**src/rtl/route_lookup_pkg.sv**
```systemverilog
package route_lookup_pkg;

  // Strobes from the control unit to the datapath, one per pipeline action.
  typedef struct packed {
    logic latchEn;   // capture the offered address
    logic cmpEn;     // stage 1 holds an address to compare
    logic selEn;     // stage 2 holds a match vector to resolve
    logic writeEn;   // legal table write this cycle
  } ctrlStrobes_t;

endpackage

```
**src/rtl/route_lookup_ctrl.sv**
```systemverilog
module route_lookup_ctrl
  import route_lookup_pkg::*;
#(
  parameter int ADDR_W = 3,
  localparam int PAT_W = 2 * ADDR_W
) (
  input  logic             clk,
  input  logic             rst_n,
  input  logic             lookupValid,
  input  logic             progWrite,
  input  logic [PAT_W-1:0] progPattern,
  output ctrlStrobes_t     strobes,
  output logic             lookupStall,
  output logic             resultValid,
  output logic             progError
);

  logic patIllegal;
  logic stage1Valid;
  logic stage2Valid;
  logic stage3Valid;

  // A digit coded 11 would demand both a one and a zero.
  always_comb begin
    patIllegal = 1'b0;
    for (int d = 0; d < ADDR_W; d++) begin
      if (progPattern[2*d +: 2] == 2'b11) patIllegal = 1'b1;
    end
  end

  // A write takes the cycle; an offered address waits.
  assign lookupStall     = progWrite;
  assign strobes.latchEn = lookupValid && !progWrite;
  assign strobes.cmpEn   = stage1Valid;
  assign strobes.selEn   = stage2Valid;
  assign strobes.writeEn = progWrite && !patIllegal;

  always_ff @(posedge clk) begin
    if (!rst_n) begin
      stage1Valid <= 1'b0;
      stage2Valid <= 1'b0;
      stage3Valid <= 1'b0;
      progError   <= 1'b0;
    end else begin
      stage1Valid <= strobes.latchEn;
      stage2Valid <= stage1Valid;
      stage3Valid <= stage2Valid;
      progError   <= progWrite && patIllegal;
    end
  end

  assign resultValid = stage3Valid;

endmodule

```
**src/rtl/route_lookup_prio.sv**
```systemverilog
module route_lookup_prio #(
  parameter int ROWS = 16,
  localparam int IDX_W = $clog2(ROWS)
) (
  input  logic [ROWS-1:0]  hits,
  output logic             anyHit,
  output logic [IDX_W-1:0] hitIdx
);

  // Scan from the bottom of the priority order so the lowest index wins.
  always_comb begin
    hitIdx = '0;
    for (int r = ROWS - 1; r >= 0; r--) begin
      if (hits[r]) hitIdx = IDX_W'(r);
    end
  end

  assign anyHit = |hits;

endmodule

```
**src/rtl/route_lookup_datapath.sv**
```systemverilog
module route_lookup_datapath
  import route_lookup_pkg::*;
#(
  parameter int ROWS   = 16,
  parameter int ADDR_W = 3,
  parameter int PORT_W = 2,
  localparam int IDX_W = $clog2(ROWS),
  localparam int PAT_W = 2 * ADDR_W
) (
  input  logic              clk,
  input  logic              rst_n,
  input  ctrlStrobes_t      strobes,
  input  logic [ADDR_W-1:0] lookupAddr,
  input  logic [IDX_W-1:0]  progRow,
  input  logic [PAT_W-1:0]  progPattern,
  input  logic [PORT_W-1:0] progPort,
  input  logic              progRowValid,
  output logic [PORT_W-1:0] resultPort,
  output logic              resultNoMatch
);

  logic [PAT_W-1:0]  patTable  [ROWS];
  logic [PORT_W-1:0] portTable [ROWS];
  logic [ROWS-1:0]   rowValid;

  logic [ADDR_W-1:0] addrQ;
  logic [ROWS-1:0]   matchRaw;
  logic [ROWS-1:0]   matchQ;
  logic              anyHit;
  logic [IDX_W-1:0]  hitIdx;

  // Table write: one index addresses both the pattern and the port value.
  always_ff @(posedge clk) begin
    if (!rst_n) begin
      rowValid <= '0;
      for (int r = 0; r < ROWS; r++) begin
        patTable[r]  <= '0;
        portTable[r] <= '0;
      end
    end else if (strobes.writeEn && (int'(progRow) < ROWS)) begin
      patTable[progRow]  <= progPattern;
      portTable[progRow] <= progPort;
      rowValid[progRow]  <= progRowValid;
    end
  end

  // Stage 1: address latch.
  always_ff @(posedge clk) begin
    if (!rst_n) addrQ <= '0;
    else if (strobes.latchEn) addrQ <= lookupAddr;
  end

  // Stage 2: ternary compare across all rows.
  for (genvar r = 0; r < ROWS; r++) begin : g_row
    logic [ADDR_W-1:0] digitOk;
    for (genvar d = 0; d < ADDR_W; d++) begin : g_digit
      assign digitOk[d] = (!patTable[r][2*d]   ||  addrQ[d]) &&
                          (!patTable[r][2*d+1] || !addrQ[d]);
    end
    assign matchRaw[r] = rowValid[r] && (&digitOk);
  end

  // The match vector is cleared when no compare runs, so selection restarts.
  always_ff @(posedge clk) begin
    if (!rst_n) matchQ <= '0;
    else if (strobes.cmpEn) matchQ <= matchRaw;
    else matchQ <= '0;
  end

  route_lookup_prio #(.ROWS(ROWS)) u_prio (
    .hits  (matchQ),
    .anyHit(anyHit),
    .hitIdx(hitIdx)
  );

  // Stage 3: select and port-table read.
  always_ff @(posedge clk) begin
    if (!rst_n) begin
      resultPort    <= '0;
      resultNoMatch <= 1'b0;
    end else if (strobes.selEn) begin
      resultPort    <= anyHit ? portTable[hitIdx] : '0;
      resultNoMatch <= !anyHit;
    end else begin
      resultPort    <= '0;
      resultNoMatch <= 1'b0;
    end
  end

endmodule

```
**src/rtl/route_lookup.sv**
```systemverilog
module route_lookup
  import route_lookup_pkg::*;
#(
  parameter int ROWS   = 16,
  parameter int ADDR_W = 3,
  parameter int PORT_W = 2,
  localparam int IDX_W = $clog2(ROWS),
  localparam int PAT_W = 2 * ADDR_W
) (
  input  logic              clk,
  input  logic              rst_n,
  input  logic              lookupValid,
  input  logic [ADDR_W-1:0] lookupAddr,
  output logic              lookupStall,
  input  logic              progWrite,
  input  logic [IDX_W-1:0]  progRow,
  input  logic [PAT_W-1:0]  progPattern,
  input  logic [PORT_W-1:0] progPort,
  input  logic              progRowValid,
  output logic              progError,
  output logic              resultValid,
  output logic [PORT_W-1:0] resultPort,
  output logic              resultNoMatch
);

  ctrlStrobes_t strobes;

  route_lookup_ctrl #(.ADDR_W(ADDR_W)) u_ctrl (
    .clk        (clk),
    .rst_n      (rst_n),
    .lookupValid(lookupValid),
    .progWrite  (progWrite),
    .progPattern(progPattern),
    .strobes    (strobes),
    .lookupStall(lookupStall),
    .resultValid(resultValid),
    .progError  (progError)
  );

  route_lookup_datapath #(
    .ROWS  (ROWS),
    .ADDR_W(ADDR_W),
    .PORT_W(PORT_W)
  ) u_dp (
    .clk          (clk),
    .rst_n        (rst_n),
    .strobes      (strobes),
    .lookupAddr   (lookupAddr),
    .progRow      (progRow),
    .progPattern  (progPattern),
    .progPort     (progPort),
    .progRowValid (progRowValid),
    .resultPort   (resultPort),
    .resultNoMatch(resultNoMatch)
  );

endmodule

```
**config.mk**
```make
export PLATFORM = sky130hd
export DESIGN_NAME = route_lookup
export DESIGN_NICKNAME = d
export VERILOG_FILES = /design/src/rtl/route_lookup_pkg.sv /design/src/rtl/route_lookup_ctrl.sv /design/src/rtl/route_lookup_prio.sv /design/src/rtl/route_lookup_datapath.sv /design/src/rtl/route_lookup.sv
export SDC_FILE = /design/constraint.sdc
export NUM_CORES = 1
export LEC_CHECK = 0
export CAP_MARGIN = 20
export CORE_MARGIN = 2
export CORE_UTILIZATION = 60
export CTS_CLUSTER_SIZE = 12
export DETAILED_ROUTE_END_ITERATION = 6
export PLACE_DENSITY = 0.75
export SLEW_MARGIN = 15
export SYNTH_ARGS = -nofsm -noshare
export SYNTH_HDL_FRONTEND = slang
export SYNTH_SLANG_ARGS = --single-unit
export TNS_END_PERCENT = 30
```
**constraint.sdc**
```tcl
create_clock -name clk -period 5.65 [get_ports clk]
set_input_delay 0.565 -clock clk [delete_from_list [all_inputs] [get_ports clk]]
set_output_delay 0.565 -clock clk [all_outputs]
set_load 0.02 [all_outputs]
```
==> results of run 1 <==
-- power breakdown --
group	internal, mW	total (mW)	switching, mW
sequential	1.40	1.42	0.0196
clock	0.822	1.28	0.457
combinational	0.0446	0.134	0.0893
-- state kept, by name (all words and copies together) (netlist names) --
signal,flops
u_dp.patTable,96
u_dp.portTable,32
u_dp.matchQ,16
u_dp.rowValid,16
u_dp.addrQ,3
u_dp.resultPort,2
u_ctrl.progError,1
u_ctrl.resultValid,1
u_ctrl.stage1Valid,1
u_ctrl.stage2Valid,1
u_dp.resultNoMatch,1
-- critical path, stage by stage --
cell and delay (ns):
clkdlybuf4s50_1 0.87, a222oi_1 0.58, and2_1 0.25, nand2_1 0.31
o21ai_0 0.93
-- metal layers --
| layer | wire length, um | part of all wire [%] |
|---|---|---|
| met1 | 6890 | 41 |
| met2 | 7630 | 46 |
| met3 | 1560 | 9.4 |
| met4 | 598 | 3.6 |
| met5 | 0 | 0 |
-- logic make-up after synthesis --
family | share of synthesized area [%]
simple gates | 19.2
compound gates | 4.45
buf+inv | 2.27
mux | 9.73
flops | 64.4
-- Yosys cell counts (6+ instances only) --
cell type,number,area share (%)
clkbuf_1,28,1.4
nand2_1,43,2.2
inv_1,10,0.52
mux2i_1,61,8.4
o21ai_0,32,2.2
nand3_1,19,1.3
dfxtp_1,42,12
edfxtp_1,128,53
nor3_1,6,0.41
nor2_1,51,2.6
a21oi_1,11,0.76
and2_1,132,11
-- final cells by class --
cell class                      count  area, um2  share of cell area [%]
Clock buffer                       18        429                    5.18
Clock inverter                     14        226                    2.73
Inverter                           11       41.3                   0.498
Multi-Input combinational cell    387       2440                    29.4
Sequential cell                   170       4680                    56.5
Tap cell                          147        184                    2.22
Timing Repair Buffer               31        290                    3.50
-- through the flow --
stage / setup WS, ns / cells / cell area, um2 / hold slack [ns] / power, mW
finish: 2.17 / 778 / 8290 / 0.450 / 2.83
global route: 1.98 / 778 / 8290 / 0.479 / 2.91
CTS: 2.13 / 776 / 8280 / 0.449 / 2.83
detailed placement: 1.75 / 744 / 7630 / 0.437 / 1.57
global placement: 1.95 / 744 / 7630 / 0.433 / 1.57
floorplan: 3.19 / 598 / 7280 / 0.418 / 1.51
-- worst paths after layout --
kind	start	endpoint	slack [ns]
setup reg to reg	u_dp.matchQ[14]$_SDFF_PN0_	u_dp.resultPort[0]$_SDFF_PN0_	2.96
hold / removal	u_dp.rowValid[3]$_SDFFE_PN0P_	u_dp.matchQ[3]$_SDFF_PN0_	0.45
setup / recovery	progPattern[4]	u_dp.patTable[14][4]$_SDFFCE_PN0P_	2.17
hold reg to reg	u_dp.rowValid[3]$_SDFFE_PN0P_	u_dp.matchQ[3]$_SDFF_PN0_	0.45
==> report_table.html, run 1 <==
<table>
<tr><th>Metric</th><th>Value</th></tr>
<tr><th colspan="2">Global route</th></tr>
<tr><td>GRT Total Usage</td><td>27.6%</td></tr>
<tr><td>Number of antenna violations at the first check in global routing</td><td>0</td></tr>
<tr><td>Pin count of the biggest net entering global routing</td><td>23</td></tr>
<tr><td>Met3 track utilization from global routing</td><td>6.46%</td></tr>
<tr><td>Gr busiest metal</td><td>met2</td></tr>
<tr><td>Vias in the first global route</td><td>4533</td></tr>
<tr><td>Global Route met2 Usage</td><td>40.8%</td></tr>
<tr><td>GR Overflow Total</td><td>0</td></tr>
<tr><td>GR Layer Usage met1</td><td>38.1%</td></tr>
<tr><td>Global-route wire length before repair</td><td>25400 um</td></tr>
<tr><th colspan="2">Pwr</th></tr>
<tr><td>Peak supply drop</td><td>0.191 mV</td></tr>
<tr><td>Power density of the placed cells</td><td>341 nW/um2</td></tr>
<tr><td>Static power due to leakage</td><td>2.91 nW</td></tr>
<tr><th colspan="2">CTS</th></tr>
<tr><td>Clock buffer count from CTS</td><td>17</td></tr>
<tr><td>Root buf cell</td><td>clkbuf_16</td></tr>
<tr><td>Number of hold-repair buffers added at the cts stage</td><td>0</td></tr>
<tr><td>CTS clock-pin slew for the worst setup and hold paths</td><td>0.06 ns</td></tr>
<tr><td>Number of setup buffers added after CTS</td><td>0</td></tr>
<tr><td>Clock buffer depth</td><td>2</td></tr>
<tr><td>Clock H-tree levels</td><td>4</td></tr>
<tr><td>Number of cells upsized or downsized after cts</td><td>0</td></tr>
<tr><td>Later-pin clock latency in the skew report</td><td>0.43 ns</td></tr>
<tr><td>CTS tree</td><td>yes</td></tr>
<tr><td>TritonCTS sink count</td><td>170</td></tr>
<tr><th colspan="2">Floorplanning</th></tr>
<tr><td>Number of top-level pins</td><td>26</td></tr>
<tr><td>Die X-Extent</td><td>114 um</td></tr>
<tr><td>Std cell rows</td><td>40</td></tr>
<tr><td>Starting utilization of the core area</td><td>61.1%</td></tr>
<tr><td>Core Region</td><td>11900 um2</td></tr>
<tr><td>Chip height</td><td>114 um</td></tr>
<tr><td>DIE AREA</td><td>13000 um2</td></tr>
<tr><th colspan="2">Yosys</th></tr>
<tr><td>Flops &amp; latches, synth</td><td>170</td></tr>
<tr><td>Proportion of synthesized chip area in sequential cells</td><td>64.4%</td></tr>
<tr><td>Number of enable flip-flop cells after synthesis</td><td>128</td></tr>
<tr><td>Synth warn</td><td>0</td></tr>
<tr><td>Async set-reset flop share out of synthesis</td><td>0%</td></tr>
<tr><td>Area of the mapped netlist</td><td>7280 um2</td></tr>
<tr><td>Net count of the mapped netlist</td><td>618</td></tr>
<tr><td>Number of different library cells in the post-synthesis netlist</td><td>33</td></tr>
<tr><td>Synthesized area per cell</td><td>12.2 um2</td></tr>
<tr><td>Gate Count Post-Synth</td><td>598</td></tr>
<tr><td>Main synth FF type</td><td>edfxtp_1</td></tr>
<tr><th colspan="2">STA</th></tr>
<tr><td>Worst Clk Skew</td><td>0.00609 ns</td></tr>
<tr><td>Unrepaired setup endpoints after global routing</td><td>no</td></tr>
<tr><td>Maximum clock frequency</td><td>288 MHz</td></tr>
<tr><td>Number of hold violations in the final report</td><td>0</td></tr>
<tr><td>Number of pins exceeding their max-slew limit in the final report</td><td>0</td></tr>
<tr><td>Post-route setup TNS</td><td>0 ns</td></tr>
<tr><td>Period Utilization, post-route</td><td>61.5%</td></tr>
<tr><td>Crit path time final</td><td>3.48 ns</td></tr>
<tr><td>Slew Limit Headroom</td><td>29.6%</td></tr>
<tr><td>Final setup violating endpoints</td><td>0</td></tr>
<tr><td>Slew of the pin with the lowest slew margin</td><td>1.04 ns</td></tr>
<tr><th colspan="2">Final layout</th></tr>
<tr><td>Net total in the final layout</td><td>638</td></tr>
<tr><td>Commonest non-fill, non-tap cell in the layout</td><td>and2_1</td></tr>
<tr><td>Final-layout fill cell count</td><td>854</td></tr>
<tr><td>Core occupancy in the finished layout</td><td>69.6%</td></tr>
<tr><td>Number of inserted diodes</td><td>0</td></tr>
<tr><td>Synthesis-to-finish area growth</td><td>13.9%</td></tr>
<tr><td>Most frequent cells in the layout</td><td>and2_1, edfxtp_1, mux2i_1, nor2_1, nand2_1</td></tr>
<tr><td>Layout cells sized above 1</td><td>6.66%</td></tr>
<tr><th colspan="2">Worst hold path</th></tr>
<tr><td>Count of cells along the worst hold path</td><td>2</td></tr>
<tr><td>Type of the most critical hold path</td><td>reg2reg</td></tr>
<tr><th colspan="2">Routing</th></tr>
<tr><td>Vias after detailed routing</td><td>4608</td></tr>
<tr><td>Vias/cell</td><td>5.92</td></tr>
<tr><td>DRT Wirelength</td><td>16700 um</td></tr>
<tr><td>Detailed Routing Iterations Pass 1</td><td>5</td></tr>
<tr><td>DRT iter0 DRCs</td><td>396</td></tr>
<tr><td># DRC</td><td>0</td></tr>
<tr><td>Antenna viol nets, final</td><td>0</td></tr>
<tr><td>Wirelength per Cell</td><td>21.4 um</td></tr>
<tr><th colspan="2">Status</th></tr>
<tr><td>Outcome</td><td>finished clean</td></tr>
<tr><th colspan="2">Critical path</th></tr>
<tr><td>Register-to-Register Path Depth</td><td>7</td></tr>
<tr><td>Kind of start point of the critical path</td><td>input pin</td></tr>
<tr><td>Maximum net fanout on the critical path</td><td>17</td></tr>
<tr><td>Setup Crit Path Kind</td><td>in2reg</td></tr>
<tr><td>Required time reported for the critical path endpoint</td><td>5.70 ns</td></tr>
<tr><td>Critical path capture point type</td><td>flip-flop</td></tr>
<tr><td>WP data arrival</td><td>3.52 ns</td></tr>
<tr><th colspan="2">Place</th></tr>
<tr><td>Final GP Congestion</td><td>0.823</td></tr>
<tr><td>Count of input and output buffers</td><td>25</td></tr>
<tr><td>Detail Placement HPWL</td><td>10500 um</td></tr>
<tr><th colspan="2">Run</th></tr>
<tr><td>Max Cap Viol</td><td>0</td></tr>
</table>
No activity file was read; power rests on OpenSTA's default activity.
==> run 2: changes to the inputs <==
==> constraint.sdc (replaced) <==
create_clock -name clk -period 3.6 [get_ports clk]
set_input_delay 0.36 -clock clk [delete_from_list [all_inputs] [get_ports clk]]
set_output_delay 0.36 -clock clk [all_outputs]
set_load 0.02 [all_outputs]
==> run 2 against run 1 <==
Die area unchanged. Clock power is 41% higher. Design area increased by 1.4%. Critical path type is now reg2reg. Highest routed layer unchanged. Worst setup slack worse by 1.2 ns. Critical endpoint is now u_dp.resultPort[0]$_SDFF_PN0_. Global-route usage fell by 0.22 points.
==> report_table.html, run 2 (synthesis results as in run 1) <==
<table>
<tr><th>Metric</th><th>Value</th></tr>
<tr><th colspan="2">Status</th></tr>
<tr><td>Outcome</td><td>finished clean</td></tr>
<tr><th colspan="2">Final layout</th></tr>
<tr><td>Biggest register</td><td>u_dp.patTable</td></tr>
<tr><td>Layout cells sized above 1</td><td>9.79%</td></tr>
<tr><td>Number of flip-flops in the largest register</td><td>96</td></tr>
<tr><td>Design Area, Final</td><td>8410 um2</td></tr>
<tr><td>Regs by FF count</td><td>u_dp.patTable (96), u_dp.portTable (32)</td></tr>
<tr><td>Net total in the final layout</td><td>661</td></tr>
<tr><td>Number of inserted diodes</td><td>0</td></tr>
<tr><td>Final-layout fill cell count</td><td>843</td></tr>
<tr><td>Synthesis-to-finish area growth</td><td>15.5%</td></tr>
<tr><td>Commonest non-fill, non-tap cell in the layout</td><td>and2_1</td></tr>
<tr><td>Fin cells</td><td>801</td></tr>
<tr><td>Most frequent cells in the layout</td><td>and2_1, edfxtp_1, mux2i_1, nor2_1, nand2_1</td></tr>
<tr><th colspan="2">Run</th></tr>
<tr><td>Max Cap Viol</td><td>0</td></tr>
<tr><th colspan="2">Pwr</th></tr>
<tr><td>Peak supply drop</td><td>0.267 mV</td></tr>
<tr><td>Internal power consumption</td><td>3.35 mW</td></tr>
<tr><td>Sequential power share</td><td>52.2%</td></tr>
<tr><td>Power density of the placed cells</td><td>506 nW/um2</td></tr>
<tr><td>Net switching component of the power</td><td>901 uW</td></tr>
<tr><td>Switching Share</td><td>21.2%</td></tr>
<tr><td>Static power due to leakage</td><td>3.00 nW</td></tr>
<tr><td>Logic pwr share</td><td>5.4%</td></tr>
<tr><td>Clock share of power</td><td>42.4%</td></tr>
<tr><th colspan="2">Global route</th></tr>
<tr><td>Pin count of the biggest net entering global routing</td><td>18</td></tr>
<tr><td>GR Overflow Total</td><td>0</td></tr>
<tr><td>Number of antenna violations at the first check in global routing</td><td>0</td></tr>
<tr><td>GRT Total Usage</td><td>27.3%</td></tr>
<tr><td>Vias in the first global route</td><td>4710</td></tr>
<tr><td>Global-route wire length before repair</td><td>25600 um</td></tr>
<tr><th colspan="2">Critical path</th></tr>
<tr><td>Kind of start point of the critical path</td><td>flip-flop</td></tr>
<tr><td>Setup Crit Path Kind</td><td>reg2reg</td></tr>
<tr><td>Required time reported for the critical path endpoint</td><td>3.91 ns</td></tr>
<tr><td>Family with the most delay on the worst path</td><td>compound AO/OA/AOI/OAI gates</td></tr>
<tr><td>Maximum net fanout on the critical path</td><td>8</td></tr>
<tr><td>Critical path's largest stage delay</td><td>0.76 ns</td></tr>
<tr><td>WP data arrival</td><td>2.94 ns</td></tr>
<tr><td>Critical path's slowest cell</td><td>a211oi_2</td></tr>
<tr><td>CP bufs+invs</td><td>0</td></tr>
<tr><td>Cells along the critical path</td><td>nor2_1 -&gt; nor3_1 -&gt; o311ai_0 -&gt; a211oi_2 -&gt; mux4_1 -&gt; a22o_1 -&gt; a211o_1</td></tr>
<tr><td>Critical path capture point type</td><td>flip-flop</td></tr>
<tr><th colspan="2">Routing</th></tr>
<tr><td>Vias/cell</td><td>5.84</td></tr>
<tr><td>Detailed Routing Iterations Pass 1</td><td>6</td></tr>
<tr><td>Wirelength per Cell</td><td>20.6 um</td></tr>
<tr><td>Antenna viol nets, final</td><td>0</td></tr>
<tr><td># DRC</td><td>0</td></tr>
<tr><td>Vias after detailed routing</td><td>4676</td></tr>
<tr><td>DRT Wirelength</td><td>16500 um</td></tr>
<tr><td>DRT iter0 DRCs</td><td>336</td></tr>
<tr><th colspan="2">CTS</th></tr>
<tr><td>Clock H-tree levels</td><td>4</td></tr>
<tr><td>Later-pin clock latency in the skew report</td><td>0.43 ns</td></tr>
<tr><td>Clock buffer depth</td><td>2</td></tr>
<tr><td>Root buf cell</td><td>clkbuf_16</td></tr>
<tr><td>Number of hold-repair buffers added at the cts stage</td><td>0</td></tr>
<tr><td>TritonCTS sink count</td><td>170</td></tr>
<tr><td>CTS tree</td><td>yes</td></tr>
<tr><td>Clock buffer count from CTS</td><td>17</td></tr>
<tr><td>CTS clock-pin slew for the worst setup and hold paths</td><td>0.06 ns</td></tr>
<tr><td>Number of cells upsized or downsized after cts</td><td>0</td></tr>
<tr><td>Number of setup buffers added after CTS</td><td>0</td></tr>
<tr><th colspan="2">STA</th></tr>
<tr><td>Hold slack</td><td>0.446 ns</td></tr>
<tr><td>Number of hold violations in the final report</td><td>0</td></tr>
<tr><td>Post-route setup TNS</td><td>0 ns</td></tr>
<tr><td>Worst Clk Skew</td><td>0.00953 ns</td></tr>
<tr><td>Period Utilization, post-route</td><td>73.1%</td></tr>
<tr><td>Slew Limit Headroom</td><td>41.6%</td></tr>
<tr><td>Maximum clock frequency</td><td>380 MHz</td></tr>
<tr><td>Final setup violating endpoints</td><td>0</td></tr>
<tr><td>Slew of the pin with the lowest slew margin</td><td>0.874 ns</td></tr>
<tr><td>Number of pins exceeding their max-slew limit in the final report</td><td>0</td></tr>
<tr><td>Unrepaired setup endpoints after global routing</td><td>no</td></tr>
<tr><td>Crit path time final</td><td>2.63 ns</td></tr>
<tr><th colspan="2">Floorplanning</th></tr>
<tr><td>Die X-Extent</td><td>114 um</td></tr>
<tr><td>DIE AREA</td><td>13000 um2</td></tr>
<tr><td>Starting utilization of the core area</td><td>61.1%</td></tr>
<tr><td>Number of top-level pins</td><td>26</td></tr>
<tr><td>Std cell rows</td><td>40</td></tr>
<tr><td>Core Region</td><td>11900 um2</td></tr>
<tr><td>Chip height</td><td>114 um</td></tr>
<tr><th colspan="2">Place</th></tr>
<tr><td>Detail Placement HPWL</td><td>10900 um</td></tr>
<tr><td>Count of input and output buffers</td><td>25</td></tr>
<tr><td>Number of instances in the placed design</td><td>769</td></tr>
<tr><td>Post-placement cell area</td><td>7810 um2</td></tr>
<tr><td>Final GP Congestion</td><td>0.871</td></tr>
<tr><th colspan="2">Worst hold path</th></tr>
<tr><td>Type of the most critical hold path</td><td>reg2reg</td></tr>
</table>
run 2: worst reg2reg max path, stage by stage (launching register included):
cell	delay [ns]
dfxtp_1	0.34
nor2_1	0.08
nor3_1	0.17
o311ai_0	0.18
a211oi_2	0.76
mux4_1	0.42
a22o_1	0.28
a211o_1	0.29
run 2: routing by layer:
metal | vias up | global-route usage [%] | wire, um
met3 | 46 | 4.76 | 927
met4 | 0 | 15.6 | 630
met5 | - | 0 | 0
met1 | 2278 | 35.8 | 7060
met2 | 170 | 43.5 | 7850
li1 | 2182 | - | -
run 2: layout make-up:
cell class / instances / area, um2 / area share, %
well taps: 147 / 184 / 2.19
flip-flops and latches: 170 / 4680 / 55.7
repair buffers: 54 / 468 / 5.57
multi-input cells: 387 / 2440 / 29.0
clock buffers: 24 / 514 / 6.12
clock inverters: 8 / 78.8 / 0.938
inverters: 11 / 41.3 / 0.491
run 2: path summary, 6_finish.rpt:
path	from	endpoint	slack [ns]	cells after the start
max	u_dp.matchQ[14]$_SDFF_PN0_	u_dp.resultPort[0]$_SDFF_PN0_	0.97	7
min	u_dp.rowValid[11]$_SDFFE_PN0P_	u_dp.matchQ[11]$_SDFF_PN0_	0.45	2
min reg2reg	u_dp.rowValid[11]$_SDFFE_PN0P_	u_dp.matchQ[11]$_SDFF_PN0_	0.45	2
max reg2reg	u_dp.matchQ[14]$_SDFF_PN0_	u_dp.resultPort[0]$_SDFF_PN0_	0.97	7
run 2: power groups by stage:
stage                     sequential [mW]  clock, mW  combinational, mW
after global placement               2.26          0              0.222
after CTS                            2.22       1.82              0.227
after detailed placement             2.26          0              0.226
after global routing                 2.23       1.90              0.244
after floorplan                      2.25          0              0.124
final                                2.22       1.80              0.228
run 2: stage by stage:
| step | power [mW] | utilization (%) | setup slack [ns] |
|---|---|---|---|
| after floorplan | 2.37 | - | 1.35 |
| after global placement | 2.48 | 65.6 | 0.916 |
| after detailed placement | 2.49 | 65.6 | 0.798 |
| after CTS | 4.26 | 70.6 | 0.919 |
| after global routing | 4.37 | 70.6 | 0.860 |
| final | 4.25 | 70.6 | 0.967 |
